[src/rtl/bank_card_decoder.sv]
module bank_card_decoder #(
  parameter int IO_AW = 8,
  parameter int GROUP_BITS = 0,
  parameter int PAGE_BITS = 1,
  parameter logic [IO_AW-1:0] PORT_BASE = 'hF0,
  parameter bit ADDR_ZERO = 1'b0,
  localparam int SEL_W = GROUP_BITS + 8,
  localparam int ID_W = SEL_W - PAGE_BITS
) (
  input  logic                   clk,
  input  logic                   rst_n,
  input  logic                   iorq,
  input  logic                   mreq,
  input  logic                   rd,
  input  logic                   wr,
  input  logic [15:0]            addr,
  input  logic [7:0]             data_in,
  input  logic [ID_W-1:0]        card_id,
  output logic [7:0]             data_out,
  output logic                   data_oe,
  output logic                   mem_en,
  output logic [PAGE_BITS+14:0]  mem_addr
);

  logic                 sel;
  logic [PAGE_BITS-1:0] page;
  logic [SEL_W-1:0]     word;
  logic [ID_W-1:0]      want_id;
  logic [SEL_W-1:0]     stored;
  logic                 port_hit, wr_hit, id_ok;

  assign port_hit = iorq && (addr[IO_AW-1:GROUP_BITS] == PORT_BASE[IO_AW-1:GROUP_BITS]);
  assign wr_hit   = port_hit && wr;

  generate
    if (GROUP_BITS > 0) begin : g_grp
      assign word = {addr[GROUP_BITS-1:0], data_in};
      if (ADDR_ZERO) begin : g_zero
        assign want_id = {{GROUP_BITS{1'b0}}, card_id[ID_W-GROUP_BITS-1:0]};
      end else begin : g_full
        assign want_id = card_id;
      end
    end else begin : g_single
      assign word    = data_in;
      assign want_id = card_id;
    end
  endgenerate

  assign id_ok = (word[SEL_W-1:PAGE_BITS] == want_id);

  always_ff @(posedge clk or negedge rst_n) begin
    if (!rst_n) begin
      sel  <= 1'b0;
      page <= '0;
    end else if (wr_hit) begin
      sel <= id_ok;
      if (id_ok) page <= word[PAGE_BITS-1:0];
    end
  end

  assign stored   = {want_id, page};
  assign data_out = stored[7:0];
  assign data_oe  = port_hit && rd && sel;
  assign mem_en   = mreq && addr[15] && sel;
  assign mem_addr = {page, addr[14:0]};

  assert_wr_miss_R1: assert property (@(posedge clk) disable iff (!rst_n)
    (wr_hit && !id_ok) |=> !sel);

  assert_rise_R1: assert property (@(posedge clk) disable iff (!rst_n)
    $rose(sel) |-> $past(wr_hit));

  assert_wr_match_R3: assert property (@(posedge clk) disable iff (!rst_n)
    (wr_hit && id_ok) |=> (sel && page == $past(word[PAGE_BITS-1:0])));

  assert_hold_R9: assert property (@(posedge clk) disable iff (!rst_n)
    !wr_hit |=> ($stable(sel) && $stable(page)));

endmodule

[config.mk]
export PLATFORM = sky130hd
export DESIGN_NAME = bank_card_decoder
export DESIGN_NICKNAME = d
export VERILOG_FILES = /design/src/rtl/bank_card_decoder.sv
export SDC_FILE = /design/constraint.sdc
export NUM_CORES = 1
export LEC_CHECK = 0
export ABC_AREA = 1
export ABC_CLOCK_PERIOD_IN_PS = 1170
export CAP_MARGIN = 20
export CELL_PAD_IN_SITES_DETAIL_PLACEMENT = 0
export CELL_PAD_IN_SITES_GLOBAL_PLACEMENT = 2
export CORE_AREA = 2 2 75 77
export DETAILED_ROUTE_END_ITERATION = 8
export DIE_AREA = 0 0 77 79
export PLACE_DENSITY = 0.8
export SYNTH_ARGS = -nofsm -noshare
export SYNTH_HDL_FRONTEND = slang
export SYNTH_SLANG_ARGS = --single-unit
[constraint.sdc]
create_clock -name clk -period 1.17 [get_ports clk]
set_input_delay 0.234 -clock clk [delete_from_list [all_inputs] [get_ports clk]]
set_output_delay 0.234 -clock clk [all_outputs]
set_load 0.01 [all_outputs]
==> results <==
-- cells by family (layout without fill, tap and decap cells) --
kind of cell	count (synthesis)	after routing	share of synthesized area [%]
xor+xnor	1	1	1.74
flops	2	2	9.93
simple gates	50	50	39.7
compound gates	1	1	0.992
buf+inv	40	72	47.6
-- placed cells by master (no fill, tap or decap) --
cell and count:
buf_2 9, buf_4 5, clkbuf_2 3, clkbuf_8 3
clkdlybuf4s15_1 5, clkdlybuf4s15_2 3, clkdlybuf4s50_1 3, dfrtp_1 2
dlygate4sd2_1 18, dlymetal6s2s_1 7, inv_1 16, nand2_1 31
nand2_2 4, nand3_1 2, nand3_2 2, nor2_1 6
nor2_2 4, nor2_4 1, o21ai_0 1, xnor2_2 1
-- metrics by stage --
step | instance area, µm² | std cells | setup TNS (ns)
floorplan | 504 | 94 | 0
global placement | 932 | 195 | -6.52
detailed placement | 932 | 195 | -6.55
CTS | 913 | 197 | -0.0436
global route | 950 | 198 | -0.00459
finish | 950 | 198 | 0
-- routing by layer --
| metal | part of all wire [%] | wire (µm) |
|---|---|---|
| met1 | 41 | 551 |
| met2 | 51 | 690 |
| met3 | 6.7 | 90 |
| met4 | 0.74 | 10 |
| met5 | 0 | 0 |
-- worst max-delay path by stage --
| stage | slack, ns | cells after the start | endpoint | from |
|---|---|---|---|---|
| after floorplan | 0.29 | 5 | data_oe | addr[3] |
| after global placement | -0.65 | 6 | data_oe | addr[5] |
| after detailed placement | -0.66 | 6 | data_oe | addr[4] |
| after CTS | -0.04 | 4 | data_oe | rd |
| after global routing | -0.005 | 10 | page | card_id[0] |
| final | 0.06 | 1 | mem_addr[15] | page |
-- cell type report --
cell class	count	area share, %
repair buffers	53	48.1
multi-input cells	52	26.5
inverters	16	6.32
clock buffers	3	4.35
well taps	72	9.49
flip-flops and latches	2	5.27
-- timing repair --
action / in CTS / in global routing
resized for setup: 77 / 23
pin swaps: 18 / 19
hold endpoints to repair: 0 / 0
setup buffers: 0 / 1
endpoints found under the setup margin: 21 / 3
-- power by group through the flow --
stage / logic [mW] / registers [mW] / clock network, mW
floorplan: 0.133 / 0.0727 / 0
global placement: 0.257 / 0.0728 / 0
detailed placement: 0.256 / 0.0729 / 0
CTS: 0.218 / 0.0722 / 0.281
global route: 0.249 / 0.0725 / 0.286
finish: 0.221 / 0.0722 / 0.271
-- sequential cells by signal, summed over array words and instances, names as in the netlist --
| name | flops |
|---|---|
| page | 1 |
| sel | 1 |
==> reports/metrics.csv <==
metric,value,unit
status,"finished, final reports clean",
numCtsBuffers,3,
p_total,564,µW
hpwlAfterDp,1.17,mm
cp.required,0.94,ns
power_density,594,nW/µm²
clock.fmax,903,MHz
synth_top_area_cell,buf_4,
cts_sinks,2,
drv_cap,0,
finish.utilization,17.8,%
ant_nets,0,
rows,27,
viasPerCell,2.84,
rr_startpoint,sel,
ys_top_cells_by_count,"nand2_1, buf_4, inv_1, nor2_1, nand3_1",
grt-ovfl-total,0,
clkTransAtPathRegs,0.03,ns
synth_most_common_cell,nand2_1,
synthCells,94,
min_path_type,in2async,
syn_nets,131,
antenna_found_initial,0,
cp-start-kind,register,
slew_violations,0,
coreArea,5340,µm²
use_met3,0.909,%
grt_start_max_net_pins,5,
dr.pass1.iters,4,
finalWirelength,1.34,mm
routedWlPerCell,6.78,µm
end_kind,output pin,
setup_viol,0,
ir_worst_vdd,150,µV
place_ws,-0.665,ns
clk_latency,0.21,ns
antenna_cells,0,
crit_fanout,3,
met1_usage,5.36,%
cts_root_buf,clkbuf_8,
nFillCells,646,
htreeDepth,1,
cts_tree,built,
num_io_pins,63,
static-leakage-power,0.577,nW
layout.nets,165,
pwr-share-comb,39.2,%
critPathBufInv,1,
synth_warnings,0,
syn_area_per_cell,5.36,µm²
relSlewSlack,88.7,%
drt_iter0_markers,7,
switching_power,152,µW
reg2reg_to,sel,
initial_core_util,9.45,%
ys_seq_area_share,9.93,%
critical_path.slowest_cell,dfrtp_1,
areaGrowthSynthToFinish,88.3,%
layout.area.seq,50.0,µm²
fin_skew,0,ns
route.vias.total,563,
final_layout_size_suffix_gt1_share,27.8,%
ys.flop_type,dfrtp_1,
clk_path_buf_depth,2,
io_buffers,48,
slowest_delay,0.38,ns
grt-busiest-layer,met2,
switching_share,27.0,%
whs,0.189,ns
synthTopCellsByArea,"buf_4, nand2_1, inv_1",
grt_pass1_wl,2.09,mm
hold_viol_final,0,
period_minus_slack,1.11,ns
pwr-share-clk,48.0,%
reg2reg_depth,2,
crit_type,reg2out,
fp.dieH,79,µm
use_met2,6.58,%
die_w,77,µm
drc,0,
arrival,0.87,ns
critPathTopFamily,flip-flops,
tightest_slew,0.169,ns
grt_usage,4.32,%
async_flop_share,100,%
p_int,412,µW
grt_pass1_vias,484,
synth_edf_count,0,
min_period_over_period,94.6,%
synth-seq-cells,2,
seqPwrFrac,12.8,%
multi_input_area,251,µm²
synth.top_cell.area_share,35.7,%
worstPathCellList,dlygate4sd2_1,
timing.final.ws_setup,0.0631,ns
cts_hold_buf,0,
r2r_slack,0.52,ns
yosysUniqueCellTypes,10,
gp_congestion,0.579,
die_area,6080,µm²
synth_area,504,µm²
Power figures use the tool's default switching activity.
